===== config.mk =====
export PLATFORM = sky130hd
export DESIGN_NAME = rng_conditioner
export DESIGN_NICKNAME = d
export VERILOG_FILES = /design/src/rtl/rngc_pkg.sv /design/src/rtl/rngc_lfsr.sv /design/src/rtl/rngc_ctrl.sv /design/src/rtl/rngc_datapath.sv /design/src/rtl/rng_conditioner.sv
export SDC_FILE = /design/constraint.sdc
export NUM_CORES = 1
export LEC_CHECK = 0
export ABC_AREA = 1
export BUFFER_PORTS_ARGS = -buffer_cell sky130_fd_sc_hd__buf_2
export CELL_PAD_IN_SITES_DETAIL_PLACEMENT = 0
export CELL_PAD_IN_SITES_GLOBAL_PLACEMENT = 1
export CORE_ASPECT_RATIO = 1.4
export CORE_MARGIN = 1
export CORE_UTILIZATION = 32
export DETAILED_ROUTE_END_ITERATION = 16
export PLACE_DENSITY_LB_ADDON = 0.1
export RECOVER_POWER = 50
export SKIP_CTS_REPAIR_TIMING = 1
export SLEW_MARGIN = 20
export SYNTH_ARGS = -nofsm -noshare
export SYNTH_HDL_FRONTEND = slang
export SYNTH_SLANG_ARGS = --single-unit
export TNS_END_PERCENT = 5

===== constraint.sdc =====
create_clock -name clk -period 2.4 [get_ports clk]
set_clock_uncertainty 0.05 [all_clocks]
set_input_delay 0.24 -clock clk [delete_from_list [all_inputs] [get_ports clk]]
set_output_delay 0.24 -clock clk [all_outputs]
set_load 0.02 [all_outputs]

===== src/rtl/rngc_pkg.sv =====
package rngc_pkg;
  typedef struct packed {
    logic accept;
    logic flush;
    logic clearValid;
    logic useScr;
    logic useWhite;
    logic testMode;
  } strobe_t;
endpackage


===== src/rtl/rngc_lfsr.sv =====
module rngc_lfsr #(
  parameter int          W    = 32,
  parameter logic [W-1:0] MASK = 32'h8020_0003,
  parameter logic [W-1:0] SEED = 32'h0000_0001
) (
  input  logic clk,
  input  logic rstN,
  input  logic step,
  output logic outBit
);
  logic [W-1:0] state;

  always_ff @(posedge clk) begin
    if (!rstN)     state <= SEED;
    else if (step) state <= (state >> 1) ^ (state[0] ? MASK : '0);
  end

  assign outBit = state[0];

  assert_nonzero_R3: assert property (@(posedge clk) disable iff (!rstN)
    step |=> (state != '0));
endmodule


===== src/rtl/rngc_ctrl.sv =====
module rngc_ctrl
  import rngc_pkg::*;
#(
  parameter int CTRL_W = 32
) (
  input  logic              clk,
  input  logic              rstN,
  input  logic [CTRL_W-1:0] ctrlWord,
  input  logic              noiseValid,
  input  logic              rdStrobe,
  input  logic              wordDone,
  output strobe_t           strb,
  output logic              wordValid
);
  logic [1:0] sel, selQ;
  logic       noiseEn, noiseEnQ, testMode, flush;

  assign sel      = ctrlWord[9:8];
  assign noiseEn  = ctrlWord[10];
  assign testMode = ctrlWord[11];
  assign flush    = (sel != selQ) || (noiseEnQ && !noiseEn);

  always_ff @(posedge clk) begin
    if (!rstN) begin
      selQ     <= 2'd0;
      noiseEnQ <= 1'b0;
    end else begin
      selQ     <= sel;
      noiseEnQ <= noiseEn;
    end
  end

  always_comb begin
    strb.flush      = flush;
    strb.accept     = noiseEn && (testMode || noiseValid) && !wordValid && !flush;
    strb.clearValid = rdStrobe && wordValid;
    strb.useScr     = sel[0];
    strb.useWhite   = sel[1];
    strb.testMode   = testMode;
  end

  always_ff @(posedge clk) begin
    if (!rstN)                wordValid <= 1'b0;
    else if (flush)           wordValid <= 1'b0;
    else if (wordDone)        wordValid <= 1'b1;
    else if (strb.clearValid) wordValid <= 1'b0;
  end

  assert_read_clears_R9: assert property (@(posedge clk) disable iff (!rstN)
    (rdStrobe && wordValid) |=> !wordValid);
  assert_flush_drops_R10: assert property (@(posedge clk) disable iff (!rstN)
    flush |=> !wordValid);
  assert_valid_from_word_R8: assert property (@(posedge clk) disable iff (!rstN)
    $rose(wordValid) |-> $past(wordDone));
endmodule


===== src/rtl/rngc_datapath.sv =====
module rngc_datapath
  import rngc_pkg::*;
#(
  parameter int              WORD_W    = 32,
  parameter logic [31:0]     TAP_MASK  = 32'h8020_0003,
  parameter logic [31:0]     SCR_SEED  = 32'h0000_0001,
  parameter logic [31:0]     TEST_SEED = 32'hACE1_2468
) (
  input  logic              clk,
  input  logic              rstN,
  input  strobe_t           strb,
  input  logic              noiseBit,
  output logic [WORD_W-1:0] randWord,
  output logic              wordDone
);
  localparam int CNT_W = $clog2(WORD_W);
  localparam logic [CNT_W-1:0] LAST = CNT_W'(WORD_W - 1);

  logic             testBit, scrBit, rawBit, condBit, outBit, emit, take;
  logic             haveFirst, firstBit;
  logic [CNT_W-1:0] bitCount;
  logic [WORD_W-1:0] acc;

  rngc_lfsr #(.W(32), .MASK(TAP_MASK), .SEED(TEST_SEED)) uTestGen (
    .clk(clk), .rstN(rstN), .step(strb.accept && strb.testMode), .outBit(testBit));

  rngc_lfsr #(.W(32), .MASK(TAP_MASK), .SEED(SCR_SEED)) uScrambler (
    .clk(clk), .rstN(rstN), .step(strb.accept && strb.useScr), .outBit(scrBit));

  always_comb begin
    rawBit  = strb.testMode ? testBit : noiseBit;
    condBit = strb.useScr ? (rawBit ^ scrBit) : rawBit;
    if (strb.useWhite) begin
      emit   = haveFirst && (firstBit != condBit);
      outBit = firstBit;
    end else begin
      emit   = 1'b1;
      outBit = condBit;
    end
    take     = strb.accept && emit;
    wordDone = take && (bitCount == LAST);
  end

  always_ff @(posedge clk) begin
    if (!rstN) begin
      bitCount  <= '0;
      haveFirst <= 1'b0;
      firstBit  <= 1'b0;
      acc       <= '0;
      randWord  <= '0;
    end else if (strb.flush) begin
      bitCount  <= '0;
      haveFirst <= 1'b0;
    end else if (strb.accept) begin
      if (strb.useWhite) begin
        haveFirst <= !haveFirst;
        if (!haveFirst) firstBit <= condBit;
      end
      if (take) begin
        acc      <= {acc[WORD_W-2:0], outBit};
        bitCount <= wordDone ? '0 : bitCount + 1'b1;
      end
      if (wordDone) randWord <= {acc[WORD_W-2:0], outBit};
    end
  end

  assert_hold_when_idle_R6: assert property (@(posedge clk) disable iff (!rstN)
    (!strb.accept && !strb.flush) |=> $stable(bitCount) && $stable(haveFirst));
  assert_flush_clears_R10: assert property (@(posedge clk) disable iff (!rstN)
    strb.flush |=> (bitCount == '0) && !haveFirst);
  assert_pair_opens_R4: assert property (@(posedge clk) disable iff (!rstN)
    (strb.accept && strb.useWhite && !haveFirst) |=> haveFirst);
  assert_word_holds_R8: assert property (@(posedge clk) disable iff (!rstN)
    !wordDone |=> $stable(randWord));
endmodule


===== src/rtl/rng_conditioner.sv =====
module rng_conditioner
  import rngc_pkg::*;
#(
  parameter int          CTRL_W    = 32,
  parameter int          WORD_W    = 32,
  parameter logic [31:0] TAP_MASK  = 32'h8020_0003,
  parameter logic [31:0] SCR_SEED  = 32'h0000_0001,
  parameter logic [31:0] TEST_SEED = 32'hACE1_2468
) (
  input  logic              clk,
  input  logic              rstN,
  input  logic [CTRL_W-1:0] ctrlWord,
  input  logic              noiseBit,
  input  logic              noiseValid,
  input  logic              rdStrobe,
  output logic [WORD_W-1:0] randWord,
  output logic [31:0]       statusWord
);
  strobe_t strb;
  logic    wordDone, wordValid;

  rngc_ctrl #(.CTRL_W(CTRL_W)) uCtrl (
    .clk(clk), .rstN(rstN), .ctrlWord(ctrlWord), .noiseValid(noiseValid),
    .rdStrobe(rdStrobe), .wordDone(wordDone), .strb(strb), .wordValid(wordValid));

  rngc_datapath #(.WORD_W(WORD_W), .TAP_MASK(TAP_MASK), .SCR_SEED(SCR_SEED),
                  .TEST_SEED(TEST_SEED)) uData (
    .clk(clk), .rstN(rstN), .strb(strb), .noiseBit(noiseBit),
    .randWord(randWord), .wordDone(wordDone));

  assign statusWord = {31'b0, wordValid};
endmodule


# Yosys cells after proc, flatten, opt, wreduce, memory -nomap -nowiden
# Index checks and enable logic that the tools add are counted.
dict set report totals {
  out_inout_bits 64
  regBits 138
}
dict set report classes {
  muxes 9
  eq_ne 3
  n_reduce_logical 23
  bitwise_logic 6
  add_sub_neg 1
}
# cell n
set ops {}
lappend ops {{2-to-1 mux 32 bit} 2}
lappend ops {{bitwise XOR 31 x 32 -> 32 bit} 2}
lappend ops {{logical AND 1 bit} 10}
lappend ops {{2-to-1 mux 1 bit} 6}
lappend ops {{AND reduction 3 bit} 2}
lappend ops {{adder 5 x 1 -> 5 bit (second input constant)} 1}
lappend ops {{== test 5 bit (second input constant)} 1}
lappend ops {{2-to-1 mux 5 bit} 1}
lappend ops {{logical NOT 1 bit} 4}
lappend ops {{AND reduction 2 bit} 2}
lappend ops {{AND reduction 4 bit} 1}
lappend ops {{NOT 1 bit} 3}
lappend ops {{logical OR 1 bit} 2}
lappend ops {{inequality test 2 bit} 1}
lappend ops {{nonzero test 2 bit} 1}
lappend ops {{OR reduction 2 bit} 1}
lappend ops {{inequality test 1 bit} 1}
lappend ops {{bitwise XOR 1 bit} 1}

# Longest topological paths before layout
# Gate-level depths: netlist of the first run.
dict set report depth {
  depth_word 9
  ltp_mapped 13
}

# Hierarchy
# A second synthesis of the first run with hierarchy kept.
dict set report hier_totals {
  hier_cells 879
  area_unflattened_um2 6195.9
}
# module cells_per_inst area_per_inst_um2 n_inst
set modules_own_cells {}
lappend modules_own_cells {rngc_datapath 519 3404.5 1}
lappend modules_own_cells {{rngc_lfsr (uData.uScrambler)} 149 1198.6 1}
lappend modules_own_cells {{rngc_lfsr (uData.uTestGen)} 147 1136.1 1}
lappend modules_own_cells {rng_conditioner 33 244.0 1}
lappend modules_own_cells {rngc_ctrl 31 212.7 1}

# Worst setup path after synthesis of the first run
# Ideal clock, no wire load.
dict set report synth_path {
  path_kind {register to register}
  startpoint {register uData.bitCount[0]}
  endpoint {register uData.randWord[29]}
  slack_ns 0.697
  path_stages_with_launch 9
  synth_period_minus_slack_ns 1.703
  required_time_ns 2.240
  arrival_ns 1.543
  cell_sequence {dfxtp_1 ha_1 and3_1 ha_1 clkbuf_1 clkbuf_1 nand4_1 nand2_1 nor2_1}
}
dict set report synth_via {
  elab_chain_len 3
}
# item line_no
set synth_rtl {}
lappend synth_rtl {{from (decl)} rngc_datapath.sv:21} ;# logic [CNT_W-1:0] bitCount;
lappend synth_rtl {{from (signal assigned)} rngc_datapath.sv:61} ;# bitCount <= wordDone ? '0 : bitCount + 1'b1;
lappend synth_rtl {{== test 5 bit} rngc_datapath.sv:41} ;# wordDone = take && (bitCount == LAST);
lappend synth_rtl {{logical AND 1 bit} rngc_datapath.sv:41}
lappend synth_rtl {{AND reduction 3 bit (no source line)} -}
lappend synth_rtl {{to (signal assigned)} rngc_datapath.sv:63} ;# if (wordDone) randWord <= {acc[WORD_W-2:0], outBit};
lappend synth_rtl {{to (decl)} rngc_datapath.sv:13} ;# output logic [WORD_W-1:0] randWord,
# No other way between the ends.
# A chain may end at the register's enable or synchronous reset.

# Final worst setup path of the first run
dict set report layout_path {
  startpoint {register uCtrl.selQ[1]}
  endpoint {register uData.uTestGen.state[1]}
}
dict set report layout_via {
  elab_chain_len 5
}
# item line_no
set layout_rtl {}
lappend layout_rtl {{from (decl)} rngc_ctrl.sv:15} ;# logic [1:0] sel, selQ;
lappend layout_rtl {{from (signal assigned)} rngc_ctrl.sv:28} ;# selQ <= sel;
lappend layout_rtl {{inequality test 2 bit} rngc_ctrl.sv:21} ;# assign flush = (sel != selQ) || (noiseEnQ && !noiseEn);
lappend layout_rtl {{logical OR 1 bit} rngc_ctrl.sv:21}
lappend layout_rtl {{logical NOT 1 bit} rngc_ctrl.sv:35} ;# strb.accept = noiseEn && (testMode || noiseValid) && !wordValid && !flush;
lappend layout_rtl {{logical AND 1 bit} rngc_ctrl.sv:35}
lappend layout_rtl {{logical AND 1 bit} rngc_datapath.sv:25} ;# .clk(clk), .rstN(rstN), .step(strb.accept && strb.testMode), .outBit(testBit));
lappend layout_rtl {{to (signal assigned)} rngc_lfsr.sv:15} ;# else if (step) state <= (state >> 1) ^ (state[0] ? MASK : '0);
lappend layout_rtl {{to (decl)} rngc_lfsr.sv:11} ;# logic [W-1:0] state;
# No other way between the ends.

==> impl_metrics.csv, run 1 <==
group,metric,value,unit
pwr,irDropWorstVdd,0.391,mV
logic_synthesis,synth_compound_area_share,8.79,%
setup_path,worstReg2RegEnd,"uData.uTestGen.state[1]",
logic_synthesis,synth-seq-cells,138,
floorplanning,fp-row-count,57,
final_layout,synthToLayoutAreaGrowth,15.2,%
sta,slew_headroom,47.6,%
outcome,status,"complete, but fails checks",
setup_path,path_cells,"inv_1, nand2_1, nand3_1, nor2_1, nand2_1, inv_1, nand2_1, clkbuf_2, o21ai_0, a21oi_1",
grt,grt_usage,13.4,%
logic_synthesis,synth_top_family_by_area,"simple AND/OR/NAND/NOR gates",
pwr,power_density,835,nW/um^2
floorplanning,core_region_area,17500,sq um
clock_tree,htreeDepth,4,
final_layout,final_core_util,37.9,%
sta,report.final.slew_viol_count,0,
floorplanning,die_w,115,um
setup_path,critPathCaptureType,"register",
clock_tree,clock_path_buffers,2,
setup_path,cp_top_family,"buffers and inverters",
logic_synthesis,synth_area,5750,sq um
logic_synthesis,synth_ff_type,"dfxtp_1",
place,gp_congestion,0.689,
floorplanning,die_h,161,um
drt,drt_iter0_markers,200,
logic_synthesis,yosysWarnings,0,
sta,fin_ws,0.362,ns
sta,rsz0062_at_grt,"no",
logic_synthesis,yosys.area_share.simple,26.3,%
setup_path,r2r-start,"uCtrl.selQ[1]",
setup_path,reg2reg_setup_slack,0.36,ns
logic_synthesis,yosys.cell_types.count,26,
place,io_buffers,41,
setup_path,path_buf_inv,3,
setup_path,cp.depth,10,
pwr,cellLeakagePower,0.00270,uW
sta,max_freq,0.491,GHz
sta,fin_crit_sh,84.9,%
final_layout,final_common_cell,"nand2_1",
setup_path,cp.arrival,2.26,ns
clock_tree,path_clk_slew,0.05,ns
setup_path,path_class,"reg2reg",
setup_path,start_kind,"register",
sta,post-route-min-period,2.04,ns
sta,tightest_slew,0.785,ns
drt,avgViaCountPerCell,4.23,
sta,fin_tns_setup,0,ns
place,dp.final_hpwl,7170,um
setup_path,crit_fanout,36,
drt,drtAntennaViolNets,0,
hold_path,min_from,"ctrlWord[10]",
final_layout,fin_nets,871,
logic_synthesis,synthArstFlopShare,0,%
logic_synthesis,synthesis.instances,806,
clock_tree,clock-sinks,138,
grt,grt_pass1_wl,19700,um
grt,grt_pass1_vias,4370,
sta,hold_viol,1,
hold_path,min_to,"uCtrl.noiseEnQ",
clock_tree,cts_made_buffers,17,
sta,setup-violations-final,0,
floorplanning,ios,101,
drt,vias,4570,
floorplanning,fp.dieArea,18500,sq um
drt,wl,11300,um
grt,gr-total-overflow,0,
logic_synthesis,ys_seq_area_share,48.0,%
logic_synthesis,post_synth_fa_ha_maj_area_fraction,0.435,%
hold_path,hold_path.class,"in2reg",
final_layout,final_cell_mix,"nand2_1, dfxtp_1, inv_1, nor2_1, a21oi_1",
setup_path,cpMostUsedCell,"nand2_1",
hold_path,hold_depth,3,
setup_path,slowest_delay,0.43,ns
job,maxCapViolCount,0,
grt,grt_max_degree,47,
place,dp_slack,0.364,ns
drt,drc_errors,0,
final_layout,n_antenna_cell,0,
drt,wire_per_inst,10.5,um
grt,antenna_found_initial,0,
final_layout,drive_above_1_share,6.40,%
clock_tree,cts_root_buf,"clkbuf_16",
floorplanning,initial_core_util,32.9,%
drt,firstDrtPassIters,4,
logic_synthesis,synth_edf_count,0,
clock_tree,cts_tree,"done",
sta,holdWs,-0.00513,ns
logic_synthesis,synth_mux_area_share,0,%
logic_synthesis,synth_xor_area_share,1.07,%
outcome,violations,"negative hold slack",
setup_path,reg2reg_depth,10,
setup_path,critPathRequiredTime,2.62,ns
setup_path,worst_path_max_delay_cell,"clkbuf_2",
logic_synthesis,syn_area_per_cell,7.13,sq um
clock_tree,clk_latency,0.41,ns
per-stage QoR:
stage	instances	power, uW	area [sq um]
floorplan	836	2650	5860
global placement	1049	2670	6020
detailed placement	1049	2670	6020
CTS	1080	5640	6680
global route	1080	5780	6630
finish	1080	5530	6630
state kept, by name, summed over array words and instances, names as in the netlist:
register and flops:
uCtrl.noiseEnQ 1, uCtrl.selQ 2, uCtrl.wordValid 1, uData.acc 31
uData.bitCount 5, uData.firstBit 1, uData.haveFirst 1, uData.randWord 32
uData.uScrambler.state 32, uData.uTestGen.state 32
worst max-delay path by stage:
| stage | start | endpoint | slack, ns |
|---|---|---|---|
| 6_report | uCtrl.selQ[1] | uData.uTestGen.state[1] | 0.36 |
| 5_1_grt | uCtrl.selQ[1] | uData.uTestGen.state[1] | 0.13 |
| 4_1_cts | uData.uScrambler.state[0] | uData.bitCount[0] | 0.35 |
| 3_5_place_dp | ctrlWord[9] | uData.bitCount[0] | 0.36 |
| 3_3_place_gp | uData.uScrambler.state[0] | uData.bitCount[4] | 0.38 |
| 2_1_floorplan | uData.bitCount[0] | uData.randWord[29] | 0.70 |
tightest hold or removal path: cells and delay by family:
family                 cells  cell delay [ns]
AND/OR/NAND/NOR            1             0.05
buffers and inverters      2             0.14
logic make-up after synthesis:
family	Yosys count
AOI/OAI and AO/OA	99
and+or+nand+nor	364
adders and majority gates	2
buffers and inverters	195
other	1
DFF	138
xor gates and xnor gates	7
Yosys cell counts (6+ instances only):
library cell / count / area [sq um]
clkbuf_1: 23 / 86.3
buf_2: 13 / 65.1
xor2_1: 6 / 52.6
a21oi_1: 56 / 280
nand3_1: 16 / 80.1
buf_4: 35 / 263
o21ai_0: 37 / 185
dfxtp_1: 138 / 2760
nand4_1: 34 / 213
nor2_1: 100 / 375
inv_1: 115 / 432
nand2_1: 204 / 766
cell type report:
class / count / area (sq um)
clock buffer: 23 / 468
clock inverter: 8 / 190
fill: 1933 / 10800
inverter: 119 / 447
multi-input combinational: 503 / 2220
sequential: 138 / 2760
tap: 236 / 295
timing repair buffer: 53 / 243
layer usage:
| metal | vias to the layer above | track usage, % | routed length [um] | part of all wire [%] |
|---|---|---|---|---|
| met5 | - | 0 | 0 | 0 |
| met3 | 10 | 3.55 | 380 | 3.3 |
| met4 | 0 | 6.20 | 206 | 1.8 |
| li1 | 2459 | - | - | - |
| met1 | 2037 | 14.8 | 5090 | 45 |
| met2 | 64 | 23.5 | 5670 | 50 |
report_power, final:
part | switching [uW] | internal, uW
sequential | 23.5 | 2330
clock | 919 | 2000
combinational | 192 | 65.9
total | 1130 | 4390
Power figures use the tool's default switching activity.
==> run 2: changes to the inputs <==
Clock period 2.4 ns to 1.96 ns, I/O delays scaled along.
==> run 2 against run 1 <==
  * Cell count up 1.0%
  * The run still ends with negative hold slack left
  * Wire length down 0.18%
  * Critical endpoint is now uData.uScrambler.state[0]
  * Register-to-register slack worse by 0.13 ns
  * Critical path type unchanged
  * Highest routed layer unchanged
==> impl_metrics.csv, run 2 (synthesis gave the netlist of run 1 again) <==
group,metric,value,unit
floorplanning,die_h,161,um
place,place_inst,1057,
pwr,totalPowerFinal,6340,uW
clock_tree,cts_made_buffers,17,
setup_path,path_class,"reg2reg",
job,maxCapViolCount,0,
drt,drtAntennaViolNets,0,
pwr,pwr-share-seq,45.5,%
place,dp.final_hpwl,7280,um
sta,holdWs,-0.0178,ns
setup_path,reg2reg_setup_slack,0.23,ns
outcome,status,"complete, but fails checks",
setup_path,cp.arrival,2.03,ns
drt,drt_iter0_markers,184,
final_layout,regArea,2760,sq um
pwr,cellLeakagePower,0.00273,uW
final_layout,n_antenna_cell,0,
clock_tree,clock-sinks,138,
final_layout,synthToLayoutAreaGrowth,16.3,%
setup_path,critPathCaptureType,"register",
clock_tree,clock_path_buffers,2,
setup_path,critPathRequiredTime,2.27,ns
final_layout,final_cells,1091,
sta,report.final.slew_viol_count,0,
hold_path,hold_depth,4,
floorplanning,fp.dieArea,18500,sq um
grt,grt_pass1_vias,4276,
floorplanning,die_w,115,um
grt,grt_pass1_wl,19300,um
setup_path,cpMostUsedCell,"nand2_1",
drt,firstDrtPassIters,4,
final_layout,fin_nets,881,
clock_tree,clk_latency,0.42,ns
sta,max_freq,0.579,GHz
pwr,power_frac_clock,49.2,%
floorplanning,initial_core_util,32.9,%
clock_tree,cts_tree,"done",
grt,gr-total-overflow,0,
setup_path,slowest_delay,0.32,ns
sta,setup-violations-final,0,
clock_tree,path_clk_slew,0.05,ns
drt,vias,4627,
grt,antenna_found_initial,0,
setup_path,crit_fanout,14,
floorplanning,ios,101,
sta,rsz0062_at_grt,"yes",
pwr,switching_share,22.4,%
drt,avgViaCountPerCell,4.24,
pwr,p_comb_share,5.3,%
clock_tree,cts_root_buf,"clkbuf_16",
setup_path,reg2reg_depth,11,
final_layout,final_common_cell,"nand2_1",
final_layout,top_regs,"uData.randWord: 32 flops, uData.uScrambler.state: 32 flops, uData.uTestGen.state: 32 flops",
setup_path,path_cells,"inv_1, nand2_1, nand3_1, nor2_1, nand2_1, inv_2, nand2_1, clkbuf_2, nor2_1, nand2_1, nand3_1",
final_layout,drive_above_1_share,7.13,%
drt,wire_per_inst,10.4,um
sta,hold_viol,1,
floorplanning,core_region_area,17500,sq um
final_layout,final_cell_mix,"nand2_1, dfxtp_1, inv_1, nor2_1, a21oi_1",
grt,grt_usage,13.1,%
hold_path,hold_path.class,"in2reg",
final_layout,fillers,1886,
setup_path,worst_path_max_delay_cell,"dfxtp_1",
pwr,internal_power,4920,uW
pwr,irDropWorstVdd,0.494,mV
pwr,power_density,948,nW/um^2
drt,drc_errors,0,
outcome,violations,"negative hold slack",
sta,fin_crit_sh,88.2,%
clock_tree,htreeDepth,4,
grt,grt_max_degree,53,
final_layout,multi_input_area,2220,sq um
place,io_buffers,41,
pwr,net-switching-power,1420,uW
setup_path,start_kind,"register",
sta,post-route-min-period,1.73,ns
drt,wl,11300,um
place,gp_congestion,0.683,
floorplanning,fp-row-count,57,
==> run 2: changes by cell type in the layout (fill, tap and decap cells not counted), moves of 2 or more <==
cell           delta
buf_12            +5
buf_4             +5
bufinv_16         -4
clkbuf_2          -2
clkinvlp_4        +2
dlygate4sd3_1     +2
==> run 2: power by group through the flow <==
stage	clock, uW	combinational, uW	sequential, uW
CTS	3230	340	2880
global placement	0	337	2940
global route	3340	383	2890
detailed placement	0	338	2950
finish	3120	335	2890
floorplan	0	304	2940
==> run 2: worst max-delay path: cells and delay by family (launching register included) <==
kind	cells	cell delay, ns
and+or+nand+nor	8	0.83
DFF	1	0.32
buffers and inverters	3	0.47
==> run 2: metrics by stage <==
step	setup TNS (ns)	worst slack [ns]	instance area, sq um	utilization, %
detailed placement	0	0.139	6150	35.2
CTS	0	0.190	6720	38.5
finish	0	0.232	6690	38.3
global route	-0.0234	-0.00743	6690	38.3
global placement	0	0.139	6150	35.2
floorplan	0	0.257	5860	-
==> run 2: layout make-up <==
class                           count  area share (%)
Timing Repair Buffer               63            5.84
Tap cell                          236            4.42
Clock buffer                       25            7.26
Sequential cell                   138            41.3
Clock inverter                      7            1.35
Multi-Input combinational cell    503            33.1
Inverter                          119            6.68
==> run 2: path summary, 6_finish.rpt <==
check | from | to
worst max-delay path | uCtrl.selQ[1] | uData.uScrambler.state[0]
worst min-delay path | rdStrobe | uCtrl.wordValid
worst max register to register | uCtrl.selQ[1] | uData.uScrambler.state[0]
worst min register to register | uData.uTestGen.state[11] | uData.uTestGen.state[11]
==> run 2: metal layers <==
layer / up-vias / GRT usage, % / part of all wire (%)
met5: - / 0 / 0
met4: 0 / 5.31 / 1.3
met3: 11 / 3.89 / 3.5
met2: 65 / 23.1 / 49
met1: 2063 / 14.5 / 46
li1: 2488 / - / -
==> run 3: changes to the inputs <==
Clock period 1.96 ns to 1.7 ns, I/O delays scaled along.
==> run 3 against run 2 <==
  * The flow now finishes without violations
  * Sequential share of layout area decreased by 1.2 points
  * Wire length increased by 0.54%
  * Utilization increased by 1.1 points
  * Die area unchanged
  * Clock power increased by 18%
  * Worst setup slack got worse by 0.13 ns
  * Critical path depth decreased by 4
  * Via count increased by 1.5%
  * Sequential cell count unchanged
  * Hold slack improved by 0.082 ns
  * First-iteration DRC count decreased by 19%
==> impl_metrics.csv, run 3 (synthesis gave the netlist of run 1 again) <==
group,metric,value,unit
place,dp_slack,0.0527,ns
setup_path,reg2reg_setup_slack,0.1,ns
setup_path,path_class,"reg2reg",
sta,post-route-min-period,1.60,ns
final_layout,top_regs,"uData.randWord: 32 flops, uData.uScrambler.state: 32 flops, uData.uTestGen.state: 32 flops",
setup_path,critPathRequiredTime,1.96,ns
setup_path,critPathCaptureType,"register",
drt,drt_iter0_markers,149,
drt,firstDrtPassIters,4,
sta,fin_ws,0.0988,ns
job,maxCapViolCount,0,
final_layout,fin_area,6880,sq um
hold_path,min_from,"ctrlWord[8]",
sta,report.final.slew_viol_count,0,
clock_tree,clock-sinks,138,
clock_tree,clock_path_buffers,2,
sta,fin_crit_sh,94.2,%
final_layout,n_antenna_cell,0,
setup_path,reg2reg_depth,7,
pwr,pwr-share-seq,44.8,%
setup_path,path_cells,"ha_1, and3_1, ha_2, buf_12, nand4_1, nand2_1, nor2_1",
pwr,irDropWorstVdd,0.795,mV
floorplanning,fp-row-count,57,
pwr,power_density,1080,nW/um^2
sta,rsz0062_at_grt,"yes",
setup_path,start_kind,"register",
clock_tree,cts_root_buf,"clkbuf_16",
drt,vias,4695,
final_layout,synthToLayoutAreaGrowth,19.6,%
final_layout,final_core_util,39.4,%
floorplanning,core_region_area,17500,sq um
hold_path,hold_depth,3,
place,dp.final_hpwl,7460,um
grt,grt_max_degree,52,
clock_tree,cts_tree,"done",
sta,setup-violations-final,0,
hold_path,min_to,"uData.uScrambler.state[1]",
sta,fin_tns_setup,0,ns
clock_tree,cts_made_buffers,17,
clock_tree,htreeDepth,4,
grt,gr-total-overflow,0,
final_layout,fin_nets,894,
place,place_area,6250,sq um
drt,drc_errors,0,
clock_tree,path_clk_slew,0.06,ns
setup_path,path_buf_inv,1,
pwr,internal_power,5770,uW
setup_path,r2r-start,"uData.bitCount[0]",
place,gp_congestion,0.739,
pwr,cellLeakagePower,0.00281,uW
pwr,p_comb_share,5.7,%
floorplanning,fp.dieArea,18500,sq um
outcome,status,"finished clean",
pwr,net-switching-power,1650,uW
sta,max_freq,0.625,GHz
pwr,power_frac_clock,49.5,%
final_layout,final_common_cell,"nand2_1",
clock_tree,clk_latency,0.42,ns
drt,wl,11400,um
setup_path,worstReg2RegEnd,"uData.randWord[0]",
final_layout,drive_above_1_share,9.11,%
hold_path,hold_path.class,"in2reg",
grt,grt_pass1_wl,19200,um
drt,avgViaCountPerCell,4.26,
setup_path,cp.arrival,1.87,ns
setup_path,cp_top_family,"simple AND/OR/NAND/NOR gates",
place,io_buffers,41,
setup_path,crit_fanout,33,
grt,grt_pass1_vias,4301,
pwr,switching_share,22.2,%
drt,drtAntennaViolNets,0,
sta,hold_viol,0,
setup_path,worst_path_max_delay_cell,"dfxtp_1",
pwr,totalPowerFinal,7430,uW
grt,grt_usage,13.1,%
floorplanning,die_w,115,um
setup_path,slowest_delay,0.37,ns
floorplanning,die_h,161,um
floorplanning,ios,101,
floorplanning,initial_core_util,32.9,%
drt,wire_per_inst,10.3,um
final_layout,final_cell_mix,"nand2_1, dfxtp_1, inv_1, nor2_1, a21oi_1",
grt,antenna_found_initial,0,
## run 3: cell types whose count changed in the layout (fill, tap and decap cells not counted), sizes merged
cell / change
dlygate4sd3: +3
clkinvlp: -1
buf: +10
## run 3: routing by layer
layer | wire length [um] | vias up | global-route usage, %
met3 | 338 | 17 | 3.74
met4 | 209 | 0 | 6.02
met1 | 5330 | 2092 | 15.0
met5 | 0 | - | 0
li1 | - | 2514 | -
met2 | 5520 | 72 | 22.1
## run 3: cell type report
class	count	area, sq um
repair buffers	76	537
flip-flops and latches	138	2760
multi-input cells	503	2240
fillers	1873	10600
clock inverters	6	86.3
inverters	119	449
well taps	236	295
clock buffers	25	505
## run 3: worst register-to-register path, cell delays in order (launching register included)
cell and delay [ns]:
dfxtp_1 0.37, ha_1 0.19, and3_1 0.18, ha_2 0.23
buf_12 0.19, nand4_1 0.14, nand2_1 0.10, nor2_1 0.04
## run 3: worst max path at each step
stage	depth (start not counted)	startpoint	end	slack, ns
final	7	uData.bitCount[0]	uData.randWord[0]	0.1
after global routing	10	uData.uTestGen.state[0]	uData.acc[28]	-0.01
after CTS	7	uData.bitCount[0]	uData.randWord[0]	0.03
after detailed placement	7	uData.bitCount[0]	uData.randWord[0]	0.05
after global placement	7	uData.bitCount[0]	uData.randWord[0]	0.05
after floorplan	8	uData.bitCount[0]	uData.randWord[29]	-0.003
## run 3: power groups by stage
stage	combinational, uW	sequential (uW)	clock (uW)
4_1_cts	410	3330	3800
5_1_grt	479	3330	3920
6_report	423	3330	3680
3_3_place_gp	403	3400	0
2_1_floorplan	350	3390	0
3_5_place_dp	409	3400	0
## run 3: per-stage QoR
step / cells / hold slack (ns)
after floorplan: 836 / 0.213
after global placement: 1064 / 0.325
after detailed placement: 1064 / 0.329
after CTS: 1095 / -0.119
after global routing: 1103 / 0.0695
final: 1103 / 0.0646
